==> src/rtl/ecc_hec_pkg.sv <==
package ecc_hec_pkg;

   localparam int MAX_DW = 256;

   typedef enum logic [2:0] {
      ST_IDLE,
      ST_LOOK,
      ST_CHK,
      ST_SCRUB,
      ST_WR
   } st_e;

   // number of Hamming bits needed so that every code position has a syndrome
   function automatic int calc_ham_w(input int dw);
      int p;
      p = 1;
      while ((1 << p) < dw + p + 1) p++;
      return p;
   endfunction

   // code position (1-based) of data bit idx; powers of two are Hamming bits
   function automatic int code_pos(input int idx);
      int pos;
      int cnt;
      pos = 2;
      cnt = -1;
      while (cnt < idx) begin
         pos++;
         if ((pos & (pos - 1)) != 0) cnt++;
      end
      return pos;
   endfunction

   // data bits covered by Hamming bit j
   function automatic logic [MAX_DW-1:0] cover_mask(input int dw, input int j);
      logic [MAX_DW-1:0] m;
      m = '0;
      for (int i = 0; i < dw; i++) begin
         if (((code_pos(i) >> j) & 1) == 1) m[i] = 1'b1;
      end
      return m;
   endfunction

endpackage

==> src/rtl/ecc_hec_enc.sv <==
module ecc_hec_enc #(
   parameter int DATA_W = 64,
   parameter int HAM_W  = ecc_hec_pkg::calc_ham_w(DATA_W)
) (
   input  logic [DATA_W-1:0] data_i,
   output logic [HAM_W-1:0]  ham_o
);
   import ecc_hec_pkg::*;

   for (genvar j = 0; j < HAM_W; j++) begin : g_ham
      localparam logic [MAX_DW-1:0] FULL = cover_mask(DATA_W, j);
      localparam logic [DATA_W-1:0] MASK = FULL[DATA_W-1:0];
      assign ham_o[j] = ^(data_i & MASK);
   end

endmodule

==> src/rtl/ecc_hec_dec.sv <==
module ecc_hec_dec #(
   parameter int DATA_W = 64,
   parameter int HAM_W  = ecc_hec_pkg::calc_ham_w(DATA_W),
   parameter int CODE_W = DATA_W + HAM_W + 1
) (
   input  logic [CODE_W-1:0] code_i,
   output logic [DATA_W-1:0] data_o,
   output logic              sbe_o,
   output logic              dbe_o
);
   import ecc_hec_pkg::*;

   localparam logic [HAM_W-1:0] TOP_POS = HAM_W'(DATA_W + HAM_W);

   logic [HAM_W-1:0]  ham_calc;
   logic [HAM_W-1:0]  syn;
   logic              par_err;
   logic [DATA_W-1:0] flip;

   ecc_hec_enc #(.DATA_W(DATA_W), .HAM_W(HAM_W)) u_enc (
      .data_i (code_i[DATA_W-1:0]),
      .ham_o  (ham_calc)
   );

   assign syn     = ham_calc ^ code_i[DATA_W +: HAM_W];
   assign par_err = ^code_i;

   for (genvar i = 0; i < DATA_W; i++) begin : g_fix
      localparam logic [HAM_W-1:0] POS = HAM_W'(code_pos(i));
      assign flip[i] = par_err && (syn == POS);
   end

   // syndrome zero with parity error: the overall parity bit itself
   assign sbe_o  = par_err && (syn <= TOP_POS);
   assign dbe_o  = (!par_err && (syn != '0)) || (par_err && (syn > TOP_POS));
   assign data_o = code_i[DATA_W-1:0] ^ flip;

endmodule

==> src/rtl/ecc_hec_cache.sv <==
module ecc_hec_cache #(
   parameter int ADDR_W = 10,
   parameter int DATA_W = 64,
   parameter bit HEC_EN = 1'b1
) (
   input  logic              clk,
   input  logic              rst_n,
   input  logic [ADDR_W-1:0] addr_i,
   input  logic              fill_i,
   input  logic              wr_i,
   input  logic [DATA_W-1:0] data_i,
   output logic              hit_o,
   output logic [DATA_W-1:0] data_o
);

   if (HEC_EN) begin : g_entry
      logic              valid_q;
      logic [ADDR_W-1:0] tag_q;
      logic [DATA_W-1:0] data_q;

      assign hit_o  = valid_q && (tag_q == addr_i);
      assign data_o = data_q;

      always_ff @(posedge clk or negedge rst_n) begin
         if (!rst_n) begin
            valid_q <= 1'b0;
            tag_q   <= '0;
            data_q  <= '0;
         end else if (fill_i) begin
            valid_q <= 1'b1;
            tag_q   <= addr_i;
            data_q  <= data_i;
         end else if (wr_i && hit_o) begin
            data_q  <= data_i;
         end
      end

      assert_fill_holds_R4: assert property (@(posedge clk) disable iff (!rst_n)
         fill_i |=> (valid_q && tag_q == $past(addr_i) && data_q == $past(data_i)));

      assert_write_through_R7: assert property (@(posedge clk) disable iff (!rst_n)
         (wr_i && hit_o && !fill_i) |=> (valid_q && data_q == $past(data_i)));

      assert_replace_R5: assert property (@(posedge clk) disable iff (!rst_n)
         (fill_i && valid_q && tag_q != addr_i) |=> (tag_q != $past(tag_q)));
   end else begin : g_none
      assign hit_o  = 1'b0;
      assign data_o = '0;
   end

endmodule

==> src/rtl/ecc_hec_ctrl.sv <==
module ecc_hec_ctrl #(
   parameter int ADDR_W = 10,
   parameter int DATA_W = 64,
   parameter bit HEC_EN = 1'b1,
   parameter int HAM_W  = ecc_hec_pkg::calc_ham_w(DATA_W),
   parameter int CODE_W = DATA_W + HAM_W + 1
) (
   input  logic              clk,
   input  logic              rst_n,
   input  logic              req_valid,
   output logic              req_ready,
   input  logic              req_we,
   input  logic [ADDR_W-1:0] req_addr,
   input  logic [DATA_W-1:0] req_wdata,
   output logic              rsp_valid,
   output logic [DATA_W-1:0] rsp_rdata,
   output logic              rsp_err,
   output logic              mem_en,
   output logic              mem_we,
   output logic [ADDR_W-1:0] mem_addr,
   output logic [CODE_W-1:0] mem_wdata,
   input  logic [CODE_W-1:0] mem_rdata,
   input  logic              stat_clr,
   output logic              sbe_flag,
   output logic [ADDR_W-1:0] sbe_addr,
   output logic              dbe_flag,
   output logic [ADDR_W-1:0] dbe_addr
);
   import ecc_hec_pkg::*;

   // elaboration checks on the parameter set
   if (HAM_W != calc_ham_w(DATA_W)) begin : g_bad_ham
      $error("HAM_W does not match DATA_W");
   end
   if (CODE_W != DATA_W + HAM_W + 1) begin : g_bad_code
      $error("CODE_W must be DATA_W + HAM_W + 1");
   end
   if (DATA_W < 8 || DATA_W > MAX_DW) begin : g_bad_dw
      $error("DATA_W out of range");
   end
   if (ADDR_W < 1) begin : g_bad_aw
      $error("ADDR_W must be positive");
   end

   st_e               state_q;
   logic [ADDR_W-1:0] addr_q;
   logic [DATA_W-1:0] wdata_q;
   logic [DATA_W-1:0] fix_q;
   logic              retry_q;
   logic              rsp_valid_q;
   logic [DATA_W-1:0] rsp_data_q;
   logic              rsp_err_q;
   logic              sbe_flag_q, dbe_flag_q;
   logic [ADDR_W-1:0] sbe_addr_q, dbe_addr_q;

   logic [DATA_W-1:0] enc_src;
   logic [HAM_W-1:0]  enc_ham;
   logic [DATA_W-1:0] dec_data;
   logic              dec_sbe, dec_dbe;
   logic              in_chk, sbe_hit, dbe_hit;
   logic              c_hit;
   logic [DATA_W-1:0] c_data;
   logic              in_wr;

   // ---------------- encode path ----------------
   assign enc_src = (state_q == ST_SCRUB) ? fix_q : wdata_q;

   ecc_hec_enc #(.DATA_W(DATA_W), .HAM_W(HAM_W)) u_enc (
      .data_i (enc_src),
      .ham_o  (enc_ham)
   );

   assign mem_wdata = {^{enc_ham, enc_src}, enc_ham, enc_src};
   assign mem_addr  = addr_q;
   assign in_wr     = (state_q == ST_WR);
   assign mem_we    = (state_q == ST_SCRUB) || in_wr;
   assign mem_en    = ((state_q == ST_LOOK) && !c_hit) || mem_we;

   // ---------------- decode path ----------------
   ecc_hec_dec #(.DATA_W(DATA_W), .HAM_W(HAM_W), .CODE_W(CODE_W)) u_dec (
      .code_i (mem_rdata),
      .data_o (dec_data),
      .sbe_o  (dec_sbe),
      .dbe_o  (dec_dbe)
   );

   assign in_chk  = (state_q == ST_CHK);
   assign sbe_hit = in_chk && dec_sbe;
   assign dbe_hit = in_chk && dec_dbe;

   // ---------------- corrected-word cache ----------------
   ecc_hec_cache #(.ADDR_W(ADDR_W), .DATA_W(DATA_W), .HEC_EN(HEC_EN)) u_cache (
      .clk    (clk),
      .rst_n  (rst_n),
      .addr_i (addr_q),
      .fill_i (sbe_hit && !retry_q),
      .wr_i   (in_wr),
      .data_i (in_wr ? wdata_q : dec_data),
      .hit_o  (c_hit),
      .data_o (c_data)
   );

   // ---------------- request sequencer ----------------
   assign req_ready = (state_q == ST_IDLE);

   always_ff @(posedge clk or negedge rst_n) begin
      if (!rst_n) begin
         state_q     <= ST_IDLE;
         addr_q      <= '0;
         wdata_q     <= '0;
         fix_q       <= '0;
         retry_q     <= 1'b0;
         rsp_valid_q <= 1'b0;
         rsp_data_q  <= '0;
         rsp_err_q   <= 1'b0;
      end else begin
         rsp_valid_q <= 1'b0;
         case (state_q)
            ST_IDLE: begin
               if (req_valid) begin
                  addr_q  <= req_addr;
                  wdata_q <= req_wdata;
                  retry_q <= 1'b0;
                  state_q <= req_we ? ST_WR : ST_LOOK;
               end
            end
            ST_LOOK: begin
               if (c_hit) begin
                  rsp_valid_q <= 1'b1;
                  rsp_data_q  <= c_data;
                  rsp_err_q   <= 1'b0;
                  state_q     <= ST_IDLE;
               end else begin
                  state_q     <= ST_CHK;
               end
            end
            ST_CHK: begin
               if (dec_dbe) begin
                  rsp_valid_q <= 1'b1;
                  rsp_data_q  <= '0;
                  rsp_err_q   <= 1'b1;
                  state_q     <= ST_IDLE;
               end else if (dec_sbe && !retry_q) begin
                  fix_q       <= dec_data;
                  state_q     <= ST_SCRUB;
               end else begin
                  // clean word, or second failure after one repair: deliver it
                  rsp_valid_q <= 1'b1;
                  rsp_data_q  <= dec_data;
                  rsp_err_q   <= 1'b0;
                  state_q     <= ST_IDLE;
               end
            end
            ST_SCRUB: begin
               retry_q <= 1'b1;
               state_q <= ST_LOOK;
            end
            ST_WR: begin
               rsp_valid_q <= 1'b1;
               rsp_data_q  <= '0;
               rsp_err_q   <= 1'b0;
               state_q     <= ST_IDLE;
            end
            default: state_q <= ST_IDLE;
         endcase
      end
   end

   assign rsp_valid = rsp_valid_q;
   assign rsp_rdata = rsp_data_q;
   assign rsp_err   = rsp_err_q;

   // ---------------- sticky status ----------------
   always_ff @(posedge clk or negedge rst_n) begin
      if (!rst_n) begin
         sbe_flag_q <= 1'b0;
         dbe_flag_q <= 1'b0;
         sbe_addr_q <= '0;
         dbe_addr_q <= '0;
      end else begin
         if (sbe_hit)       sbe_flag_q <= 1'b1;
         else if (stat_clr) sbe_flag_q <= 1'b0;
         if (dbe_hit)       dbe_flag_q <= 1'b1;
         else if (stat_clr) dbe_flag_q <= 1'b0;
         if (sbe_hit && (!sbe_flag_q || stat_clr)) sbe_addr_q <= addr_q;
         if (dbe_hit && (!dbe_flag_q || stat_clr)) dbe_addr_q <= addr_q;
      end
   end

   assign sbe_flag = sbe_flag_q;
   assign dbe_flag = dbe_flag_q;
   assign sbe_addr = sbe_addr_q;
   assign dbe_addr = dbe_addr_q;

   // ---------------- assertions ----------------
   assert_chk_follows_read_R1: assert property (@(posedge clk) disable iff (!rst_n)
      (state_q == ST_CHK) |-> $past(mem_en && !mem_we));

   assert_scrub_once_R3: assert property (@(posedge clk) disable iff (!rst_n)
      (state_q == ST_SCRUB) |-> !retry_q);

   assert_dbe_response_R6: assert property (@(posedge clk) disable iff (!rst_n)
      dbe_hit |=> (rsp_valid && rsp_err && dbe_flag));

   assert_sbe_sticky_R9: assert property (@(posedge clk) disable iff (!rst_n)
      (sbe_flag && !stat_clr) |=> sbe_flag);

   assert_dbe_sticky_R9: assert property (@(posedge clk) disable iff (!rst_n)
      (dbe_flag && !stat_clr) |=> dbe_flag);

   assert_sbe_addr_hold_R10: assert property (@(posedge clk) disable iff (!rst_n)
      (sbe_flag && !stat_clr) |=> $stable(sbe_addr));

   assert_rsp_pulse_R11: assert property (@(posedge clk) disable iff (!rst_n)
      rsp_valid |=> !rsp_valid);

   assert_busy_not_ready_R11: assert property (@(posedge clk) disable iff (!rst_n)
      (req_ready && req_valid) |=> !req_ready);

endmodule

==> config.mk <==
export PLATFORM = sky130hd
export DESIGN_NAME = ecc_hec_ctrl
export DESIGN_NICKNAME = d
export VERILOG_FILES = /design/src/rtl/ecc_hec_pkg.sv /design/src/rtl/ecc_hec_enc.sv /design/src/rtl/ecc_hec_dec.sv /design/src/rtl/ecc_hec_cache.sv /design/src/rtl/ecc_hec_ctrl.sv
export SDC_FILE = /design/constraint.sdc
export NUM_CORES = 1
export LEC_CHECK = 0
export BUFFER_PORTS_ARGS = -buffer_cell sky130_fd_sc_hd__buf_2
export CORE_MARGIN = 8
export CORE_UTILIZATION = 30
export CTS_BUF_LIST = sky130_fd_sc_hd__clkbuf_16
export DETAILED_ROUTE_END_ITERATION = 8
export PLACE_DENSITY = 0.61
export SYNTH_ARGS = -nofsm -noshare
export SYNTH_HDL_FRONTEND = slang
export SYNTH_HIERARCHICAL = 1
export SYNTH_SLANG_ARGS = --single-unit
export TNS_END_PERCENT = 30
==> constraint.sdc <==
create_clock -name clk -period 4.9 [get_ports clk]
set_input_delay 0.245 -clock clk [delete_from_list [all_inputs] [get_ports clk]]
set_output_delay 0.245 -clock clk [all_outputs]
set_load 0.01 [all_outputs]
# Yosys cells after proc, flatten, opt, wreduce, memory -nomap -nowiden
# Index checks and enable logic that the tools add are counted.
# totals
out_inout_bits,173
in_bits,151
ff_bits,305
# op_classes
n_reduce_logical,113
n_mux,27
n_eq_ne,72
magnitude_cmp,2
n_bitwise,3
# op_table
op,n
64-bit XOR reduction,14
64-bit 2-to-1 mux,7
"7-bit by 6-bit equality test with 1-bit output, second input constant",31
64-bit case mux with 3 select lines,1
"7-bit by 5-bit equality test with 1-bit output, second input constant",15
1-bit logical AND,76
72-bit XOR reduction,1
71-bit XOR reduction,1
64-bit bitwise XOR,1
"7-bit by 4-bit equality test with 1-bit output, second input constant",7
"7-bit equality test, second input constant",7
"7-bit by 3-bit equality test with 1-bit output, second input constant",3
3-bit case mux with 4 select lines,1
10-bit equality test,1
1-bit 2-to-1 mux,10
2-bit nonzero test,4
"7-bit by 2-bit equality test with 1-bit output, second input constant",1
"7-bit greater-than comparator, second input constant",1
"7-bit <= comparator, second input constant",1
7-bit nonzero test,1
7-bit bitwise XOR,1
"3-bit by 2-bit equality test with 1-bit output, second input constant",2
2-bit 2-to-1 mux,3
3-bit 2-to-1 mux,2
other kinds (13),25

# Depth between registers and ports, before layout
# Gate-level depths: netlist of run 1.
# logic_depth
depth_word,8
depth_mapped,18

# By module
# Netlist of run 1, hierarchy kept.
# by_module_without_submodules
mod,instances,area_each_um2,seq_area_each_um2,cells_per_inst
ecc_hec_ctrl,1,11757.5,5755.5,1062
ecc_hec_cache,1,2894.0,1876.8,175
ecc_hec_enc,2,1209.9,0.0,98
ecc_hec_dec,1,1818.0,0.0,256

# Least setup slack after synthesis of run 1
# OpenSTA, ideal clock, no wires.
# synth_path
path_kind,register to output
start,reg state_q[1]
end,out mem_wdata[71]
path_buffers,4
stages_incl_launch_ff,17
arrival_time_ns,4.757
slack_ns,-0.102
cell_sequence,dfrtp_1 > buf_2 > nand3b_1 > buf_2 > buf_1 > clkbuf_1 > mux2_2 > xor2_2 > xnor3_1 > xnor3_1 > xnor3_1 > xnor2_1 > xnor3_1 > xnor2_1 > xnor2_1 > xnor2_1 > xnor3_1
# synth_between
elab_chain_cells,4
elab_cells_between_ends,10
classes_between,eq/ne: 1; mux: 1; reduce/logical: 8
# synth_rtl
element,line,text
from (decl),ecc_hec_ctrl.sv:45,st_e state_q;
from (signal assigned),ecc_hec_ctrl.sv:124,state_q <= req_we ? ST_WR : ST_LOOK;
3-bit by 2-bit equality test with 1-bit output,ecc_hec_ctrl.sv:66,assign enc_src = (state_q == ST_SCRUB) ? fix_q : wdata_q;
64-bit 2-to-1 mux,ecc_hec_ctrl.sv:66,
net mem_wdata[52],ecc_hec_ctrl.sv:21,"output logic [CODE_W-1:0] mem_wdata,"
64-bit XOR reduction,ecc_hec_enc.sv:13,assign ham_o[j] = ^(data_i & MASK);
net mem_wdata[65],ecc_hec_ctrl.sv:21,
71-bit XOR reduction,ecc_hec_ctrl.sv:73,"assign mem_wdata = {^{enc_ham, enc_src}, enc_ham, enc_src};"
to (decl),ecc_hec_ctrl.sv:21,
# The timed path passes the listed nets, and every way through them passes these cells.

# Worst setup path after layout of run 1
# layout_path
start,reg state_q[0]
end,out mem_wdata[71]
# layout_between
elab_chain_cells,4
elab_cells_between_ends,10
classes_between,eq/ne: 1; mux: 1; reduce/logical: 8
# layout_rtl
element,line
3-bit by 2-bit equality test with 1-bit output *,ecc_hec_ctrl.sv:66
64-bit 2-to-1 mux *,ecc_hec_ctrl.sv:66
64-bit XOR reduction,ecc_hec_enc.sv:13
71-bit XOR reduction *,ecc_hec_ctrl.sv:73
# Every way passes the cells marked *; elsewhere a longest branch is shown, timed or not.

==> metrics.txt, run 1 <==
Pins Over Slew Limit 0; Worst setup SP type flip-flop; final WL 76.5 mm; chip height 267 µm; Max-slew headroom 0.333; Crit-path slowest cell xnor3_2; DRC errors left 0; final core occ 0.390; Fin Clk Skew 0.0172 ns; H-Tree Depth 2; worst stage delay on the critical path 0.48 ns; Synth area leaders dfrtp_1, xnor2_1, mux2_2, xnor3_1, nand2_1; RSZ-0062 raised after global routing true; Hold Crit Depth 3; Cells after Synth 1689; Overflow after GRT 0; Sink Count 305; fin crit share 1.07; Syn. warnings 6; layout cells sized above 1 0.345; RR Endpoint wdata_q[21]$_DFFE_PN0P_; clock transition at the registers of the reported paths 0.07 ns; Reg2Reg Setup Slack 2.12 ns; WP buf/inv 4; routability congestion estimate 0.979; Clk Latency, worst-skew pair 0.57 ns; first-pass GRT wire length 110 mm; flops & latches, synth 305; endpoint class of the critical path output pin; # rows 92; max cap viols 0; Initial Utilization 0.302; final setup fails 1; total number of vias 14700; failing checks setup timing; Crit path required time 4.66 ns; Cells after DPL 2829; Tmin final 5.22 ns; fin cells 3008; CTS root buffer clkbuf_16; Worst path depth 16; setup ws final -0.321 ns; crit-path leading delay family XOR/XNOR gates; CP Launch Point state_q[0]$_DFFE_PN0P_; Fin Hold WS 0.177 ns; post-synth cell types 37; IO Pins 324; Synth area leader dfrtp_1; Syn Std Cell Area 0.0189 mm²; Syn Nets 1840; mean post-synth cell area 11.2 µm²; DR WL/cell 25.4 µm; DPL Wire Length 60.0 mm; largest net degree at the start of global routing 134; sequential share of the synthesized area 0.404; NumNets Final 2277; initial antenna violation count 28; run status finished with violations; final hold viol count 0; Critical Path Sink mem_wdata[71]; vias in the first global route 15400; port bufs 323; Max clock buf depth 3; Post-DRT Antenna Nets 0; Area Growth Syn to Fin 29.2%; drt pass-1 iters 5; most repeated library cell on the critical path xnor2_1; CTS Buf Count 39; initial DRC count 979; Max FO, Critical Path 11; f_max 192 MHz; TritonCTS clock tree yes; die area 0.0712 mm²; worst path cell trace nand3b_1, buf_6, buf_12, bufbuf_16, mux2_2, xnor2_1, xnor2_1, xnor2_1, xnor3_2, xnor2_2, xnor3_2, xnor2_2, xnor2_1, xnor2_1, xnor3_1, buf_2; kind of critical path reg2out; slew at the pin with the worst max-slew slack 1.00 ns; Hold/Removal Path Class in2reg; vias per cell 4.89; FF-to-FF Start state_q[2]$_DFFE_PN0P_; FF-to-FF path depth 5; Die X 267 µm; Post-DP Area 0.0218 mm²; core box area 0.0626 mm²; final cell area excluding filler cells 0.0244 mm²; Worst EP arrival 4.98 ns; gr usage total 0.211; Yosys top cell area share 0.404
-- stage by stage --
stage               TNS [ns]  setup WS (ns)
CTS                   -0.343         -0.343
floorplan                  0         0.0100
finish                -0.321         -0.321
global placement           0         0.0293
detailed placement         0        0.00293
global route          -0.455         -0.455
-- what timing repair did --
action / 4_1_cts / 5_1_grt
gates cloned: 3 / 0
hold buffers: 78 / 0
pin swaps: 25 / 9
setup buffers: 20 / 1
endpoints found under the setup margin: 1 / 1
hold endpoints to repair: 139 / 0
gates resized for setup: 36 / 13
-- flip-flops by register name (all words and copies together) (netlist names), 3 cells and up --
signal	flops
sbe_addr	10
state_q	3
u_cache/g_entry.tag_q	10
mem_addr	10
fix_q	64
wdata_q	64
dbe_addr	10
u_cache/data_o	64
rsp_rdata	64
-- cell usage in the layout, fill, tap and decap left out, types with 4 or more instances in the layout --
cell type | netlist | final
dlygate4sd3_1 | 0 | 78
a22oi_1 | 64 | 64
nand3_1 | 68 | 67
nor2_1 | 87 | 86
xnor3_1 | 64 | 58
buf_2 | 22 | 322
clkbuf_16 | 0 | 41
clkinv_2 | 0 | 4
clkinv_1 | 0 | 8
buf_4 | 6 | 65
mux2_4 | 0 | 7
inv_1 | 7 | 13
buf_12 | 0 | 9
xnor2_1 | 349 | 324
diode_2 | 0 | 7
dfrtp_1 | 305 | 305
a21oi_1 | 67 | 67
xnor2_2 | 2 | 26
mux2_1 | 60 | 60
nand2_1 | 209 | 209
bufinv_16 | 0 | 5
xor2_1 | 51 | 48
mux2_2 | 236 | 229
xnor3_2 | 0 | 6
mux2i_1 | 4 | 4
-- worst min-delay path: cells and delay by family --
| family | cells | cell delay, ns |
|---|---|---|
| mux | 1 | 0.15 |
| buf+inv | 1 | 0.13 |
| xor+xnor | 1 | 0.17 |
-- synth_stat cells --
master	number
nand3_1	68
dfrtp_1	305
mux2_1	60
and4_1	1
nor4b_1	2
and3_1	3
o21ai_1	1
nor2_1	87
a41oi_2	1
or3_1	1
buf_4	6
and2_1	3
nand2_1	209
xor2_2	2
or2_2	2
buf_1	11
a21oi_1	67
buf_2	22
a22oi_1	64
nor2b_1	1
o41ai_1	1
nand2b_1	2
clkbuf_1	46
o21ai_0	3
mux2_2	236
xor2_1	51
nor4_1	1
mux2i_4	1
xnor2_1	349
nand3b_1	1
nor3_1	3
xnor3_1	64
o31ai_1	1
mux2i_1	4
a31oi_1	1
inv_1	7
xnor2_2	2
-- final cells by class --
| class | count | area [µm²] |
|---|---|---|
| repair buffers | 481 | 3200 |
| fillers | 6262 | 38200 |
| flip-flops and latches | 305 | 7630 |
| well taps | 846 | 1060 |
| diodes | 7 | 17.5 |
| multi-input cells | 1292 | 11200 |
| clock inverters | 29 | 267 |
| inverters | 7 | 26.3 |
| clock buffers | 41 | 1030 |
-- kinds of logic (layout without fill, tap and decap cells) --
group,count (synthesis),after routing,share of synthesized area
other,0,7,0
AOI/OAI and AO/OA,139,139,0.0463
xor gates and xnor gates,468,468,0.265
DFF,305,305,0.404
and+or+nand+nor,384,384,0.0837
buffers and inverters,92,558,0.0209
muxes,301,301,0.180
-- routing by layer --
layer	GRT usage	wire length (µm)	up-vias	share of wire
met5	0	152	-	0.0020
met2	0.335	34700	534	0.45
li1	-	-	6620	-
met1	0.270	32300	7376	0.42
met3	0.0683	6420	147	0.084
met4	0.0712	2940	24	0.038
-- worst min-delay path by stage --
| stage | from | to | slack (ns) |
|---|---|---|---|
| 2_1_floorplan | rst_n | dbe_addr[0]$_DFFE_PN0P_ | -0.05 |
| 3_3_place_gp | rst_n | rsp_rdata[55]$_DFFE_PN0P_ | 0.25 |
| 3_5_place_dp | rst_n | rsp_rdata[55]$_DFFE_PN0P_ | 0.25 |
| 4_1_cts | mem_rdata[60] | fix_q[60]$_DFFE_PN0P_ | 0.15 |
| 5_1_grt | mem_rdata[60] | fix_q[60]$_DFFE_PN0P_ | 0.17 |
| 6_report | mem_rdata[57] | fix_q[57]$_DFFE_PN0P_ | 0.18 |
Power of run 1 is left out: the tool's default activity adds up to more than one toggle a clock period on the data nets, which glitch-free logic cannot reach.
==> run 2: changes to the inputs <==
--- a/config.mk
+++ b/config.mk
@@ -10,6 +10,7 @@
 export CORE_UTILIZATION = 30
 export CTS_BUF_LIST = sky130_fd_sc_hd__clkbuf_16
 export DETAILED_ROUTE_END_ITERATION = 8
+export MAX_ROUTING_LAYER = met4
 export PLACE_DENSITY = 0.61
 export SYNTH_ARGS = -nofsm -noshare
 export SYNTH_HDL_FRONTEND = slang
==> run 2 against run 1 <==
  * The flow still finishes with violations (setup timing)
  * Flip-flop and latch count stayed put
  * Maximum frequency about the same
  * Sequential share of layout area is 0.053 points higher
  * Critical path depth is 1 higher
  * Cell count is 0.33% higher
  * Hold slack got worse by 0.0041 ns
==> metrics.txt, run 2 (synthesis results as in run 1) <==
drt pass-1 iters 5 (unchanged); fin crit share 1.07 (about the same); most frequent cells in the layout xnor2_1, buf_2, dfrtp_1, mux2_2, nand2_1; initial antenna violation count 22 (-21%); Sink Count 305 (unchanged); vias per cell 4.91 (+0.40%); Area Growth Syn to Fin 29.0%; setup ws final -0.320 ns (+0.00126 ns); FF-to-FF path depth 5 (unchanged); CTS root buffer clkbuf_16; CTS Buf Count 40 (+2.6%); total number of vias 14800 (+0.73%); Initial Utilization 0.302 (unchanged); kind of critical path reg2out; final hold viol count 0 (unchanged); run status finished with violations; die area 0.0712 mm² (unchanged); core box area 0.0626 mm² (unchanged); DR WL/cell 25.5 µm (+0.18%); Post-DRT Antenna Nets 0 (unchanged); Die X 267 µm (unchanged); vias in the first global route 15400 (-0.11%); worst path cell trace nand3b_1, buf_6, buf_4, buf_16, buf_4, mux2_2, xnor2_1, xnor2_1, xnor3_1, xnor3_1, xor2_1, xnor3_1, xnor2_2, xnor2_1, xnor2_1, xnor3_1, buf_2; final core occ 0.389 (-0.000660); slew at the pin with the worst max-slew slack 1.09 ns (+0.0922 ns); Pins Over Slew Limit 0 (unchanged); most common cell after layout, fill and taps aside xnor2_1; chip height 267 µm (unchanged); max cap viols 0 (unchanged); fin cells 3018 (+0.33%); gr usage total 0.218 (+0.00629); Tmin final 5.22 ns (-0.00126 ns); H-Tree Depth 2 (unchanged); RSZ-0062 raised after global routing true; Worst EP arrival 4.98 ns (about the same); Max clock buf depth 3 (unchanged); layout cells sized above 1 0.340 (-0.00434); setup slack at placement 0.00905 ns (+0.00612 ns); NumNets Final 2280 (+0.13%); port bufs 323 (unchanged); final WL 76.9 mm (+0.51%); Clk Latency, worst-skew pair 0.57 ns (about the same); Fin Clk Skew 0.0113 ns (-0.00591 ns); initial DRC count 921 (-5.9%); Hold Crit Depth 3 (unchanged); Crit-path slowest cell xnor3_1; IO Pins 324 (unchanged); DPL Wire Length 60.1 mm (+0.13%); Max-slew headroom 0.271 (-0.0615); # rows 92 (unchanged); Overflow after GRT 0 (unchanged); f_max 192 MHz (about the same); worst stage delay on the critical path 0.46 ns (-0.02 ns); clock transition at the registers of the reported paths 0.06 ns (about the same); endpoint class of the critical path output pin; first-pass GRT wire length 110 mm (+0.21%); largest net degree at the start of global routing 116 (-13%); failing checks setup timing; routability congestion estimate 0.969 (-1.1%); DRC errors left 0 (unchanged); Hold/Removal Path Class in2reg; Cells after DPL 2827 (-0.071%); Crit path required time 4.66 ns (about the same); TritonCTS clock tree yes; Max FO, Critical Path 5 (-6); final setup fails 1 (unchanged); Worst setup SP type flip-flop
run 2: changes by cell type in the layout (fill, tap and decap cells not counted), moves of 2 or more:
cell,delta
mux2_4,+3
bufinv_16,-2
mux2_2,-3
inv_6,+2
buf_6,+2
diode_2,+6
clkinv_1,+4
xnor2_2,-7
xnor2_1,+7
clkinvlp_4,-2
run 2: area by class of cell:
type,count,area [µm²]
inverters,7,26.3
fillers,6168,38300
flip-flops and latches,305,7630
repair buffers,483,3240
clock buffers,41,1030
clock inverters,31,229
well taps,846,1060
diodes,13,32.5
multi-input cells,1292,11100
run 2: routing by layer:
layer,GRT usage,up-vias,share of wire
met3,0.0562,113,0.080
met1,0.272,7519,0.43
met2,0.350,535,0.47
li1,-,6642,-
met5,-,-,0
met4,0.0546,0,0.024
run 2: path summary, 6_finish.rpt:
path	startpoint	end	slack (ns)
worst min register to register	u_cache/data_o[26]$_DFFE_PN0P_	u_cache/data_o[26]$_DFFE_PN0P_	0.49
worst max-delay path	state_q[2]$_DFFE_PN0P_	mem_wdata[71]	-0.32
worst max register to register	state_q[2]$_DFFE_PN0P_	wdata_q[29]$_DFFE_PN0P_	2.12
min in group asynchronous	rst_n	fix_q[54]$_DFFE_PN0P_	0.33
worst min-delay path	mem_rdata[4]	fix_q[4]$_DFFE_PN0P_	0.17
max in group asynchronous	rst_n	sbe_addr[2]$_DFFE_PN0P_	3.30
run 2: per-stage QoR:
stage / hold WS (ns) / cell area, µm² / TNS [ns]
floorplan: -0.0506 / 18900 / 0
global placement: 0.374 / 21800 / 0
finish: 0.173 / 24400 / -0.320
detailed placement: 0.384 / 21800 / 0
global route: 0.173 / 24400 / -0.446
CTS: 0.151 / 24200 / -0.295
run 2: repair_timing:
item	in CTS	in global routing
pin swaps	27	13
gates cloned	4	0
endpoints found under the setup margin	1	1
hold buffers	78	0
hold endpoints to repair	189	0
gates resized for setup	35	11
setup buffers	16	8
run 2: critical path: cells and delay by family (launching register included):
kind / cells / cell delay (ns)
xor+xnor: 10 / 2.75
buf+inv: 5 / 0.76
flops: 1 / 0.37
mux: 1 / 0.33
simple gates: 1 / 0.19
Power of run 2 is left out for the same reason.
